--- config.mk ---
export PLATFORM = sky130hd
export DESIGN_NAME = byte_alu
export DESIGN_NICKNAME = d
export VERILOG_FILES = /design/src/rtl/byte_alu_pkg.sv /design/src/rtl/byte_alu_addsub.sv /design/src/rtl/byte_alu_logic.sv /design/src/rtl/byte_alu_shift.sv /design/src/rtl/byte_alu.sv
export SDC_FILE = /design/constraint.sdc
export NUM_CORES = 1
export LEC_CHECK = 0
export ABC_AREA = 0
export BUFFER_PORTS_ARGS = -buffer_cell sky130_fd_sc_hd__buf_2
export CELL_PAD_IN_SITES_DETAIL_PLACEMENT = 1
export CELL_PAD_IN_SITES_GLOBAL_PLACEMENT = 2
export CORE_MARGIN = 3
export CORE_UTILIZATION = 30
export CTS_CLUSTER_DIAMETER = 120
export DETAILED_ROUTE_END_ITERATION = 16
export PLACE_DENSITY_LB_ADDON = 0.1
export SLEW_MARGIN = 0
export SYNTH_ARGS = -nofsm -noshare
export SYNTH_HDL_FRONTEND = slang
export SYNTH_SLANG_ARGS = --single-unit
--- constraint.sdc ---
create_clock -name clk -period 3.7 [get_ports clk]
set_input_delay 0.37 -clock clk [delete_from_list [all_inputs] [get_ports clk]]
set_output_delay 0.37 -clock clk [all_outputs]
set_load 0.05 [all_outputs]
--- src/rtl/byte_alu_pkg.sv ---
`timescale 1ns/1ps
package byte_alu_pkg;

    localparam int W   = 8;
    localparam int NIB = W / 2;
    localparam int OPW = 5;
    localparam int FW  = 8;

    localparam int FB_C = 0;
    localparam int FB_Z = 1;
    localparam int FB_N = 2;
    localparam int FB_V = 3;
    localparam int FB_S = 4;
    localparam int FB_H = 5;
    localparam int FB_T = 6;
    localparam int FB_I = 7;

    typedef enum logic [OPW-1:0] {
        OP_ADD  = 5'd0,
        OP_ADC  = 5'd1,
        OP_SUB  = 5'd2,
        OP_SBC  = 5'd3,
        OP_AND  = 5'd4,
        OP_OR   = 5'd5,
        OP_XOR  = 5'd6,
        OP_COM  = 5'd7,
        OP_NEG  = 5'd8,
        OP_INC  = 5'd9,
        OP_DEC  = 5'd10,
        OP_LSL  = 5'd11,
        OP_LSR  = 5'd12,
        OP_ROL  = 5'd13,
        OP_ROR  = 5'd14,
        OP_ASR  = 5'd15,
        OP_SWAP = 5'd16,
        OP_SER  = 5'd17,
        OP_CP   = 5'd18,
        OP_CPC  = 5'd19
    } alu_op_e;

    typedef struct packed {
        logic i;
        logic t;
        logic h;
        logic s;
        logic v;
        logic n;
        logic z;
        logic c;
    } flags_t;

    typedef struct packed {
        logic [W-1:0] val;
        logic         c;
        logic         h;
        logic         v;
    } arith_out_t;

    localparam logic [FW-1:0] MASK_FULL  = 8'b0011_1111;
    localparam logic [FW-1:0] MASK_NOH   = 8'b0001_1111;
    localparam logic [FW-1:0] MASK_ZNV   = 8'b0001_1110;
    localparam logic [FW-1:0] MASK_NONE  = 8'b0000_0000;

    function automatic logic [FW-1:0] op_mask(input alu_op_e op);
        case (op)
            OP_ADD, OP_ADC, OP_SUB, OP_SBC,
            OP_CP, OP_CPC, OP_NEG,
            OP_LSL, OP_ROL:                  return MASK_FULL;
            OP_COM, OP_LSR, OP_ROR, OP_ASR:  return MASK_NOH;
            OP_AND, OP_OR, OP_XOR,
            OP_INC, OP_DEC:                  return MASK_ZNV;
            default:                         return MASK_NONE;
        endcase
    endfunction

    function automatic logic writes_result(input alu_op_e op);
        case (op)
            OP_ADD, OP_ADC, OP_SUB, OP_SBC, OP_AND, OP_OR, OP_XOR,
            OP_COM, OP_NEG, OP_INC, OP_DEC, OP_LSL, OP_LSR, OP_ROL,
            OP_ROR, OP_ASR, OP_SWAP, OP_SER: return 1'b1;
            default:                         return 1'b0;
        endcase
    endfunction

    function automatic logic chains_zero(input alu_op_e op);
        return (op == OP_SBC) || (op == OP_CPC);
    endfunction

endpackage

--- src/rtl/byte_alu_addsub.sv ---
`timescale 1ns/1ps
module byte_alu_addsub
    import byte_alu_pkg::*;
(
    input  logic [W-1:0] x,
    input  logic [W-1:0] y,
    input  logic         cin,
    input  logic         sub,
    output arith_out_t   out
);
    logic [W:0] full;

    always_comb begin
        if (sub) begin
            full = {1'b0, x} - {1'b0, y} - {{W{1'b0}}, cin};
        end else begin
            full = {1'b0, x} + {1'b0, y} + {{W{1'b0}}, cin};
        end
        out.val = full[W-1:0];
        out.c   = full[W];
        // carry or borrow into bit NIB is the carry or borrow out of bit NIB-1
        out.h   = x[NIB] ^ y[NIB] ^ full[NIB];
        if (sub) begin
            out.v = (x[W-1] != y[W-1]) && (full[W-1] != x[W-1]);
        end else begin
            out.v = (x[W-1] == y[W-1]) && (full[W-1] != x[W-1]);
        end
    end
endmodule

--- src/rtl/byte_alu_logic.sv ---
`timescale 1ns/1ps
module byte_alu_logic
    import byte_alu_pkg::*;
(
    input  alu_op_e      op,
    input  logic [W-1:0] a,
    input  logic [W-1:0] b,
    output logic [W-1:0] val,
    output logic         v
);
    localparam logic [W-1:0] MAX_POS = {1'b0, {(W-1){1'b1}}};
    localparam logic [W-1:0] MIN_NEG = {1'b1, {(W-1){1'b0}}};
    localparam logic [W-1:0] ONE     = {{(W-1){1'b0}}, 1'b1};

    always_comb begin
        val = a;
        v   = 1'b0;
        case (op)
            OP_AND: val = a & b;
            OP_OR:  val = a | b;
            OP_XOR: val = a ^ b;
            OP_INC: begin
                val = a + ONE;
                v   = (a == MAX_POS);
            end
            OP_DEC: begin
                val = a - ONE;
                v   = (a == MIN_NEG);
            end
            OP_SER: val = '1;
            default: val = a;
        endcase
    end
endmodule

--- src/rtl/byte_alu_shift.sv ---
`timescale 1ns/1ps
module byte_alu_shift
    import byte_alu_pkg::*;
(
    input  alu_op_e      op,
    input  logic [W-1:0] a,
    input  logic         cin,
    output logic [W-1:0] val,
    output logic         c,
    output logic         h
);
    always_comb begin
        val = a;
        c   = a[0];
        h   = a[NIB-1];
        case (op)
            OP_LSL: begin
                val = {a[W-2:0], 1'b0};
                c   = a[W-1];
            end
            OP_ROL: begin
                val = {a[W-2:0], cin};
                c   = a[W-1];
            end
            OP_LSR: val = {1'b0, a[W-1:1]};
            OP_ROR: val = {cin, a[W-1:1]};
            OP_ASR: val = {a[W-1], a[W-1:1]};
            OP_SWAP: val = {a[NIB-1:0], a[W-1:NIB]};
            default: val = a;
        endcase
    end
endmodule

--- src/rtl/byte_alu.sv ---
`timescale 1ns/1ps
module byte_alu
    import byte_alu_pkg::*;
(
    input  logic           clk,
    input  logic           rst,
    input  logic           issue,
    input  logic [OPW-1:0] op_code,
    input  logic [W-1:0]   opa,
    input  logic [W-1:0]   opb,
    input  logic [FW-1:0]  flg_in,
    output logic [W-1:0]   res,
    output logic           res_we,
    output logic [FW-1:0]  flg_q
);
    alu_op_e      op;
    logic [W-1:0] as_x, as_y;
    logic         as_cin, as_sub;
    arith_out_t   as_out;
    logic [W-1:0] lg_val;
    logic         lg_v;
    logic [W-1:0] sh_val;
    logic         sh_c, sh_h;

    logic [W-1:0]  res_raw;
    logic          c_new, h_new, v_new, n_new, z_new;
    flags_t        cand;
    logic [FW-1:0] mask;
    logic [FW-1:0] flg_next;

    assign op = alu_op_e'(op_code);

    // operand steering for the shared adder/subtractor
    always_comb begin
        as_x   = opa;
        as_y   = opb;
        as_cin = 1'b0;
        as_sub = 1'b0;
        case (op)
            OP_ADC: as_cin = flg_in[FB_C];
            OP_SUB, OP_CP: as_sub = 1'b1;
            OP_SBC, OP_CPC: begin
                as_sub = 1'b1;
                as_cin = flg_in[FB_C];
            end
            OP_NEG: begin
                as_x   = '0;
                as_y   = opa;
                as_sub = 1'b1;
            end
            OP_COM: begin
                as_x   = '1;
                as_y   = opa;
                as_sub = 1'b1;
            end
            default: ;
        endcase
    end

    byte_alu_addsub u_addsub (
        .x   (as_x),
        .y   (as_y),
        .cin (as_cin),
        .sub (as_sub),
        .out (as_out)
    );

    byte_alu_logic u_logic (
        .op  (op),
        .a   (opa),
        .b   (opb),
        .val (lg_val),
        .v   (lg_v)
    );

    byte_alu_shift u_shift (
        .op  (op),
        .a   (opa),
        .cin (flg_in[FB_C]),
        .val (sh_val),
        .c   (sh_c),
        .h   (sh_h)
    );

    // result and raw flag selection
    always_comb begin
        res_raw = opa;
        c_new   = flg_in[FB_C];
        h_new   = flg_in[FB_H];
        v_new   = flg_in[FB_V];
        case (op)
            OP_ADD, OP_ADC, OP_SUB, OP_SBC, OP_CP, OP_CPC, OP_NEG: begin
                res_raw = as_out.val;
                c_new   = as_out.c;
                h_new   = as_out.h;
                v_new   = as_out.v;
            end
            OP_COM: begin
                res_raw = as_out.val;
                c_new   = 1'b1;
                v_new   = 1'b0;
            end
            OP_AND, OP_OR, OP_XOR, OP_INC, OP_DEC, OP_SER: begin
                res_raw = lg_val;
                v_new   = lg_v;
            end
            OP_LSL, OP_LSR, OP_ROL, OP_ROR, OP_ASR, OP_SWAP: begin
                res_raw = sh_val;
                c_new   = sh_c;
                h_new   = sh_h;
                v_new   = sh_val[W-1] ^ sh_c;
            end
            default: res_raw = opa;
        endcase
    end

    // flag assembly and per-operation masking
    always_comb begin
        n_new  = res_raw[W-1];
        z_new  = (res_raw == '0) && (!chains_zero(op) || flg_in[FB_Z]);
        cand.i = flg_in[FB_I];
        cand.t = flg_in[FB_T];
        cand.h = h_new;
        cand.s = n_new ^ v_new;
        cand.v = v_new;
        cand.n = n_new;
        cand.z = z_new;
        cand.c = c_new;
        mask     = op_mask(op);
        flg_next = (cand & mask) | (flg_in & ~mask);
    end

    assign res    = res_raw;
    assign res_we = issue & writes_result(op);

    always_ff @(posedge clk) begin
        if (rst) begin
            flg_q <= '0;
        end else if (issue) begin
            flg_q <= flg_next;
        end
    end
endmodule

==> key figures, run 1 <==
STA
  – PnR worst setup slack: 47.2 ps
  – Final setup viols: 0
  – Slew headroom: 54.4%
  – Final Slew Violations: 0
  – Smallest hold slack: 395 ps
  – Setup repair after global routing missed its margin: true
  – Clock skew: 0 ps
  – Post-layout min period: 3650 ps
  – Slew at the pin closest to its max-slew limit: 683 ps
  – Highest clock rate: 274 MHz
  – Hold Vio Cnt, Final: 0
  – Tcrit/Tclk final: 98.7%

Floorplanning
  – Area of the die: 11300 µm²
  – Row Count: 36
  – Core Region: 9820 µm²
  – Top Ports: 49
  – Die W: 107 µm
  – Starting Density: 30.9%
  – Die height: 107 µm

CTS
  – TritonCTS Sinks: 8
  – H-Tree Depth: 1
  – Clk_lat worst skew: 230 ps
  – Clk Tree Root Cell: clkbuf_8
  – TritonCTS clock tree: done
  – Hold Buf Count CTS: 0
  – CTS buffer count: 3
  – CTS Buffer Depth: 2
  – Clk pin slew, worst setup/hold paths: 40 ps

Synth
  – Synthesis Warnings: 0
  – Count of cell types in the netlist: 71
  – Top-count cell post-synth: ha_1
  – Ys flop type: dfxtp_1
  – Biggest area consumer among synthesized cells: ha_1
  – Most frequent cells after synthesis: 45 x ha_1, 43 x inv_1, 32 x nand2_1, 31 x nor2_1, 22 x a21oi_1
  – FF+latch count, synth: 8
  – Syn Area/Cell: 7.32 µm²
  – EDFF count, synth: 0
  – Asr flop ratio synth: 0%
  – Mapped cell area: 3030 µm²
  – Main area contributors after synthesis: ha_1 19%, inv_1 5.3%, dfxtp_1 5.3%
  – Post-synth top area share: 18.6%
  – Syn Nets: 497
  – Cells after synthesis: 414
  – Sequential share of the synthesized area: 5.28%

Status
  – Outcome: completed

Layout
  – Fin cells: 674
  – Share of cells above drive strength 1: 40.5%
  – Final Cell Area: 4550 µm²
  – Net count, final: 626
  – Top reg by flops: flg_q
  – Final Util: 46.4%
  – Flip-flop count of the largest register after layout: 8
  – Top Registers: flg_q x8
  – Synth-to-Final Area Change: 50.2%
  – Antenna diodes: 0

Routing
  – Drc violations: 0
  – Post-Route M1 WL: 5630 µm
  – Top sig layer: met4
  – DR pass1 iterations: 4
  – Met2 wire length: 6580 µm
  – Via count: 3612
  – Met3 WL: 415 µm
  – Post-Route WL: 12900 µm
  – Avg WL per Cell: 19.2 µm
  – Vias/cell: 5.36
  – DRT antenna net count: 0
  – DR iter-0 viols: 180

Critical path
  – Buf+Inv Stages, Crit Path: 7
  – Critical path launch point type: input port
  – Crit path required time: 3330 ps
  – Cell family with most CP delay: compound AO/OA/AOI/OAI gates
  – R2R cell count: 3
  – RR Startpoint: flg_q[0]
  – WS Path Type: in2out
  – CP Capture Type: output port
  – Slowest Stage Delay on Critical Path: 340 ps
  – CP max stage cell: fa_2
  – Worst-path fanout max: 4
  – CP Cell Sequence: buf_6 -> buf_6 -> ha_4 -> nor4bb_4 -> a21o_1 -> buf_4 -> buf_4 -> fa_2 -> inv_1 -> fa_2 -> nor2b_1 -> o21ai_2 -> a21boi_2 -> o21a_1 -> buf_4 -> nor3_1 -> nor2b_1 -> a211o_1 -> buf_6
  – CP arrival: 3280 ps
  – Worst reg2reg path endpoint: flg_q[0]
  – R2r setup slk: 2780 ps

Min path
  – Hold WC Path Type: in2reg
  – Min-Delay Path Depth: 3
  – WHS Endpoint: flg_q[6]
  – Hold wc startpoint: flg_in[6]

Place
  – Minimum setup slack after placement: -448 ps
  – Placed Cells incl. Taps: 664
  – Post-DP HPWL: 10500 µm
  – Input/output buffers: 48
  – Placement Cell Area: 4110 µm²
  – RePlAce Congestion: 0.885

Global route
  – Largest net degree at the start of global routing: 20
  – Vias in the first global route: 3876
  – Initial antenna violation count: 0
  – Global-route wire length before repair: 20200 µm
  – Total grt overflow: 0
  – Gr usage total: 22.3%

Pwr
  – P_leak: 2.11 nW
  – P per Cell Area: 239 nW/µm²
  – Peak supply drop: 162 µV

Run
  – Max Cap Viol: 0
-- placed cells by master, fill, tap and decap left out, types with 9 or more instances in the layout --
cell	instances
buf_4	96
buf_2	40
inv_1	39
nand2_1	32
ha_1	32
nor2_1	29
a21o_1	15
a21oi_1	15
xnor2_1	13
ha_4	12
o21ai_0	11
o21ai_1	9
-- power by group --
part	internal (mW)	switching, mW
logic	0.405	0.483
clock network	0.0705	0.0344
registers	0.0933	0.00324
-- per-stage QoR --
stage,setup TNS [ps],power (mW)
after floorplan,-170,0.570
after global placement,-1440,0.847
after detailed placement,-2150,0.861
after CTS,-19.8,1.04
after global routing,-333,1.17
final,0,1.09
-- cell type report --
class / instances / area [µm²]
multi-input cells: 340 / 2960
inverters: 43 / 164
clock buffers: 3 / 41.3
repair buffers: 147 / 1060
flip-flops and latches: 8 / 160
well taps: 133 / 166
fillers: 1259 / 5270
-- cells by family after synthesis --
group | count (synthesis) | synth area share [%]
buf+inv | 66 | 9.70
flops | 8 | 5.28
xor+xnor | 18 | 5.20
simple gates | 131 | 23.7
mux | 6 | 1.98
compound gates | 134 | 31.6
fa+ha+maj | 51 | 22.5
-- metal layers --
layer  GRT usage (%)  vias to the layer above
met5               0                        -
met1            28.0                     1759
met2            41.7                       79
met4            4.47                        0
met3            1.46                       16
li1                -                     1758
-- worst min-delay path: cells and delay by family --
family	cells	cell delay, ps
and+or+nand+nor	1	80
buffers and inverters	1	70
muxes	1	60
-- timing repair --
action | CTS | global route
resized for setup | 31 | 41
setup buffers | 4 | 3
endpoints found under the setup margin | 9 | 8
pin swaps | 8 | 31
-- worst max path at each step --
stage / endpoint / start / cells past startpoint
finish: res[6] / op_code[1] / 19
global placement: res[7] / op_code[0] / 16
global route: res[6] / op_code[1] / 16
detailed placement: res[7] / op_code[0] / 16
floorplan: flg_q[1] / op_code[0] / 13
CTS: res[3] / op_code[0] / 17
No activity file was read; power rests on OpenSTA's default activity.
==> run 2: changes to the inputs <==
CORE_UTILIZATION = 32   (was 30)
SYNTH_HIERARCHICAL = 1   (was unset)
==> key figures, run 2 <==
Status
  – Outcome: finished with violations
  – Violated checks: setup timing

Synth
  – Main area contributors after synthesis: ha_1 17%, inv_1 5.3%, dfxtp_1 4.5%
  – Count of cell types in the netlist: 86
  – Mapped cell area: 3550 µm²
  – Biggest area consumer among synthesized cells: ha_1
  – EDFF count, synth: 0
  – Sequential share of the synthesized area: 4.51%
  – Top-count cell post-synth: inv_1
  – Ys flop type: dfxtp_1
  – Most frequent cells after synthesis: 50 x inv_1, 47 x ha_1, 36 x nor2_1, 24 x nand2_1, 23 x a21oi_1
  – Asr flop ratio synth: 0%
  – Syn Area/Cell: 7.88 µm²
  – Post-synth top area share: 16.6%
  – Cells after synthesis: 450
  – Synthesis Warnings: 6
  – Syn Nets: 534
  – FF+latch count, synth: 8

Min path
  – Hold wc startpoint: flg_in[6]
  – WHS Endpoint: flg_q[6]
  – Min-Delay Path Depth: 3
  – Hold WC Path Type: in2reg

Layout
  – Commonest cells after routing, fill and taps aside: 113 x buf_4, 40 x buf_2, 38 x inv_1
  – Flip-flop count of the largest register after layout: 8
  – Top reg by flops: flg_q
  – Antenna diodes: 0
  – Top Registers: flg_q x8
  – Net count, final: 692
  – Synth-to-Final Area Change: 51.2%
  – Share of cells above drive strength 1: 46.5%
  – Commonest non-fill, non-tap cell in the layout: buf_4

Pwr
  – Internal Pwr Total: 0.665 mW
  – P_leak: 2.47 nW
  – Sw frac: 47.3%
  – Peak supply drop: 227 µV
  – Post-layout power: 1.26 mW
  – P per Cell Area: 235 nW/µm²
  – Sequential share of power: 7.6%
  – Psw: 0.596 mW
  – Clock power share: 8.1%
  – Logic pwr share: 84.3%

Global route
  – Vias in the first global route: 4269
  – Gr usage total: 21.6%
  – Initial antenna violation count: 0
  – Total grt overflow: 0
  – Global-route wire length before repair: 22400 µm
  – Largest net degree at the start of global routing: 26

CTS
  – Clk pin slew, worst setup/hold paths: 40 ps
  – CTS Buffer Depth: 2
  – H-Tree Depth: 1
  – TritonCTS clock tree: done
  – Clk Tree Root Cell: clkbuf_8
  – Clk_lat worst skew: 220 ps
  – CTS buffer count: 3
  – TritonCTS Sinks: 8

STA
  – Slew headroom: 61.9%
  – Highest clock rate: 245 MHz
  – Clock skew: 0 ps
  – Hold Vio Cnt, Final: 0
  – Final setup viols: 10
  – Setup TNS: -2250 ps
  – Setup repair after global routing missed its margin: true
  – Slew at the pin closest to its max-slew limit: 566 ps
  – Tcrit/Tclk final: 111%
  – Final Slew Violations: 0
  – PnR worst setup slack: -389 ps
  – Post-layout min period: 4090 ps

Floorplanning
  – Core Region: 10600 µm²
  – Starting Density: 33.6%
  – Top Ports: 49
  – Row Count: 37
  – Die height: 111 µm
  – Die W: 111 µm
  – Area of the die: 12400 µm²

Routing
  – Via count: 4057
  – DR pass1 iterations: 5
  – Avg WL per Cell: 18.7 µm
  – DRT antenna net count: 0
  – Vias/cell: 5.47
  – Drc violations: 0
  – DR iter-0 viols: 306
  – Post-Route WL: 13900 µm

Run
  – Max Cap Viol: 0

Critical path
  – Worst reg2reg path endpoint: flg_q[1]
  – CP Capture Type: output port
  – R2R cell count: 4
  – CP arrival: 3720 ps
  – Crit path required time: 3330 ps
  – Critical path launch point type: input port
  – WS Path Type: in2out
  – RR Startpoint: flg_q[1]
  – Worst-path fanout max: 8
  – R2r setup slk: 2870 ps

Place
  – Minimum setup slack after placement: -621 ps
  – Post-DP HPWL: 11100 µm
  – RePlAce Congestion: 0.853
  – Input/output buffers: 48
run 2: changes by cell type in the layout (fill, tap and decap cells not counted), sizes merged, moves of 8 or more:
cell | previous run | this run
a22o | 1 | 13
nand2 | 32 | 24
mux2 | 0 | 11
inv | 43 | 51
buf | 146 | 171
a221o | 3 | 13
run 2: worst max-delay path, cell delays in order:
cell and delay (ps):
buf_12 120, inv_16 50, ha_4 120, nand3b_1 140, a21oi_4 220, buf_12 160, mux2_4 320, ha_4 290
inv_4 40, ha_4 220, a21o_4 200, or4_4 530, nand3_2 100, o21ai_2 50, a222oi_1 320, a21boi_4 280
inv_4 40, buf_8 140
run 2: how the worst max path moves through the flow:
stage / start / to / cells past startpoint
CTS: op_code[1] / res[7] / 18
global placement: op_code[1] / res[7] / 18
global route: op_code[1] / flg_q[1] / 20
floorplan: op_code[1] / flg_q[1] / 18
finish: op_code[1] / res[7] / 18
detailed placement: op_code[1] / flg_q[1] / 19
run 2: power groups by stage:
| stage | clock, mW | combinational, mW | sequential (mW) |
|---|---|---|---|
| finish | 0.102 | 1.06 | 0.0964 |
| global placement | 0 | 0.867 | 0.0974 |
| floorplan | 0 | 0.533 | 0.120 |
| CTS | 0.104 | 0.996 | 0.0965 |
| detailed placement | 0 | 0.886 | 0.0978 |
| global route | 0.111 | 1.15 | 0.0973 |
run 2: repair_timing:
action / in CTS / in global routing
endpoints found under the hold margin: 0 / 0
hold buffers: 0 / 0
buffers inserted: 13 / 9
pin swaps: 30 / 21
gates resized for setup: 56 / 31
endpoints found under the setup margin: 12 / 12
run 2: kinds of logic (layout without fill, tap and decap cells):
logic type | count (synthesis) | count (layout) | share of synthesized area [%]
flops | 8 | 8 | 4.51
fa+ha+maj | 52 | 52 | 19.4
buf+inv | 70 | 226 | 9.10
xor+xnor | 21 | 21 | 5.40
mux | 23 | 23 | 6.88
simple gates | 119 | 119 | 19.2
compound gates | 157 | 157 | 35.5
run 2: cell type report:
type | instances | area, µm²
fill | 1289 | 5190
multi-input combinational | 372 | 3480
timing repair buffer | 171 | 1280
inverter | 52 | 234
tap | 136 | 170
sequential | 8 | 160
clock buffer | 3 | 41.3
run 2: routing by layer:
layer | routed length, µm | GRT usage [%]
met1 | 6230 | 29.0
met2 | 7010 | 38.6
met3 | 404 | 1.53
met4 | 242 | 2.76
met5 | 0 | 0
run 2: per-stage QoR:
stage | area, µm² | cells | hold slack (ps) | util (%)
floorplan | 3740 | 450 | 517 | -
global placement | 4810 | 719 | 461 | 45.6
detailed placement | 4810 | 719 | 467 | 45.6
CTS | 5170 | 734 | 398 | 49.0
global route | 5360 | 742 | 401 | 50.8
finish | 5360 | 742 | 395 | 50.8
==> run 3: changes to the inputs <==
clock period = 3.5 ns   (was 3.7 ns; I/O delays follow)
==> key figures, run 3 (synthesized netlist as in run 2, its figures left out) <==
Critical path
  – Critical path launch point type: input port
  – WS Path Type: in2out
  – RR Startpoint: flg_q[1]
  – Critical Path Start: op_code[1]
  – Most used cell, CP: ha_4
  – Worst-path fanout max: 7
  – Crit path required time: 3150 ps
  – CP Cell Sequence: buf_12 -> inv_16 -> ha_4 -> nand3b_1 -> a21oi_4 -> buf_12 -> mux2_4 -> ha_4 -> inv_4 -> ha_4 -> a21o_4 -> or4_4 -> nand3_2 -> o21ai_2 -> a222oi_1 -> a21boi_2 -> inv_2 -> buf_6
  – CP max stage cell: or4_4
  – Slowest Stage Delay on Critical Path: 520 ps
  – CP arrival: 3660 ps
  – CP Capture Type: output port

Min path
  – Hold WC Path Type: in2reg
  – Hold wc startpoint: flg_in[7]

CTS
  – TritonCTS clock tree: done
  – Clk pin slew, worst setup/hold paths: 40 ps
  – H-Tree Depth: 1
  – Hold Buf Count CTS: 0
  – TritonCTS Sinks: 8
  – Clk Tree Root Cell: clkbuf_8
  – CTS Buffer Depth: 2
  – CTS buffer count: 3
  – Clk_lat worst skew: 220 ps

Floorplanning
  – Top Ports: 49
  – Starting Density: 33.6%
  – Row Count: 37
  – Area of the die: 12400 µm²
  – Core Region: 10600 µm²
  – Die height: 111 µm
  – Die W: 111 µm

Global route
  – Vias in the first global route: 4241
  – Gr usage total: 21.4%
  – Global-route wire length before repair: 22200 µm
  – Total grt overflow: 0
  – Largest net degree at the start of global routing: 28
  – Initial antenna violation count: 0

Routing
  – DR iter-0 viols: 220
  – Post-Route WL: 13600 µm
  – Drc violations: 0
  – DRT antenna net count: 0
  – Avg WL per Cell: 18.5 µm
  – DR pass1 iterations: 4
  – Vias/cell: 5.42
  – Via count: 3985

Layout
  – Final Cell Area: 5230 µm²
  – Net count, final: 685
  – Final Util: 49.5%
  – Share of cells above drive strength 1: 43.9%
  – Top Registers: flg_q x8
  – Antenna diodes: 0
  – Multi-input gate area in the final layout: 3430 µm²
  – Fill count: 1296
  – Top reg by flops: flg_q
  – Commonest non-fill, non-tap cell in the layout: buf_4
  – Commonest cells after routing, fill and taps aside: 112 x buf_4, 40 x inv_1, 40 x buf_2
  – Flip-flop count of the largest register after layout: 8
  – Synth-to-Final Area Change: 47.4%
  – Register Area: 160 µm²

Pwr
  – Post-layout power: 1.29 mW
  – P_leak: 2.41 nW
  – Sequential share of power: 7.9%
  – Psw: 0.611 mW
  – Logic pwr share: 83.7%
  – P per Cell Area: 248 nW/µm²
  – Clock power share: 8.5%
  – Peak supply drop: 166 µV
  – Sw frac: 47.2%
  – Internal Pwr Total: 0.683 mW

Place
  – Post-DP HPWL: 11200 µm
  – Minimum setup slack after placement: -714 ps
  – Input/output buffers: 48
  – Placement Cell Area: 4830 µm²
  – RePlAce Congestion: 0.912

STA
  – Tcrit/Tclk final: 115%
  – Hold Vio Cnt, Final: 0
  – Highest clock rate: 249 MHz
  – Post-layout min period: 4010 ps
  – Final setup viols: 10
  – Slew at the pin closest to its max-slew limit: 835 ps
  – Final Slew Violations: 0
  – Slew headroom: 44.2%
  – Setup repair after global routing missed its margin: true
  – Clock skew: 0 ps
  – PnR worst setup slack: -510 ps

Run
  – Max Cap Viol: 0

Status
  – Violated checks: setup timing
  – Outcome: finished with violations
## run 3: cell types whose count changed in the layout (fill, tap and decap cells not counted), sizes merged
cell / change
buf: -7
## run 3: worst paths after layout
check	to	slack, ps	cells after the start
worst max-delay path	res[7]	-510	18
worst min-delay path	flg_q[7]	380	3
worst max register to register	flg_q[1]	2710	4
worst min register to register	flg_q[4]	480	2
## run 3: what timing repair did
action / CTS / global route
resized for setup: 46 / 15
setup endpoints to repair: 13 / 13
buffers inserted: 11 / 3
pin swaps: 32 / 23
## run 3: stage by stage
stage / TNS, ps / instances / hold WS, ps
6_report: -3400 / 735 / 376
5_1_grt: -5090 / 735 / 404
4_1_cts: -3370 / 733 / 380
3_5_place_dp: -6340 / 720 / 467
3_3_place_gp: -6110 / 720 / 462
2_1_floorplan: -1410 / 450 / 497
## run 3: cell type report
class,instances,area share [%]
Clock buffer,3,0.790
Inverter,52,4.33
Multi-Input combinational cell,372,65.6
Sequential cell,8,3.06
Tap cell,136,3.25
Timing Repair Buffer,164,23.0
## run 3: critical path, delay by kind of cell
family	cells	cell delay [ps]
buffers and inverters	6	560
adder cells (fa/ha/maj)	3	630
AO/OA/AOI/OAI	5	1020
AND/OR/NAND/NOR	3	760
multiplexers	1	320
## run 3: per-layer routing
metal | track usage (%) | routed length, µm | vias up
li1 | - | - | 1969
met1 | 27.5 | 6210 | 1940
met2 | 39.7 | 6810 | 64
met3 | 1.75 | 399 | 12
met4 | 2.92 | 169 | 0
met5 | 0 | 0 | -
## run 3: power groups by stage
stage,combinational (mW),sequential [mW],clock [mW]
2_1_floorplan,0.567,0.127,0
3_3_place_gp,0.919,0.103,0
3_5_place_dp,0.937,0.103,0
4_1_cts,1.04,0.102,0.113
5_1_grt,1.17,0.103,0.118
6_report,1.08,0.102,0.109
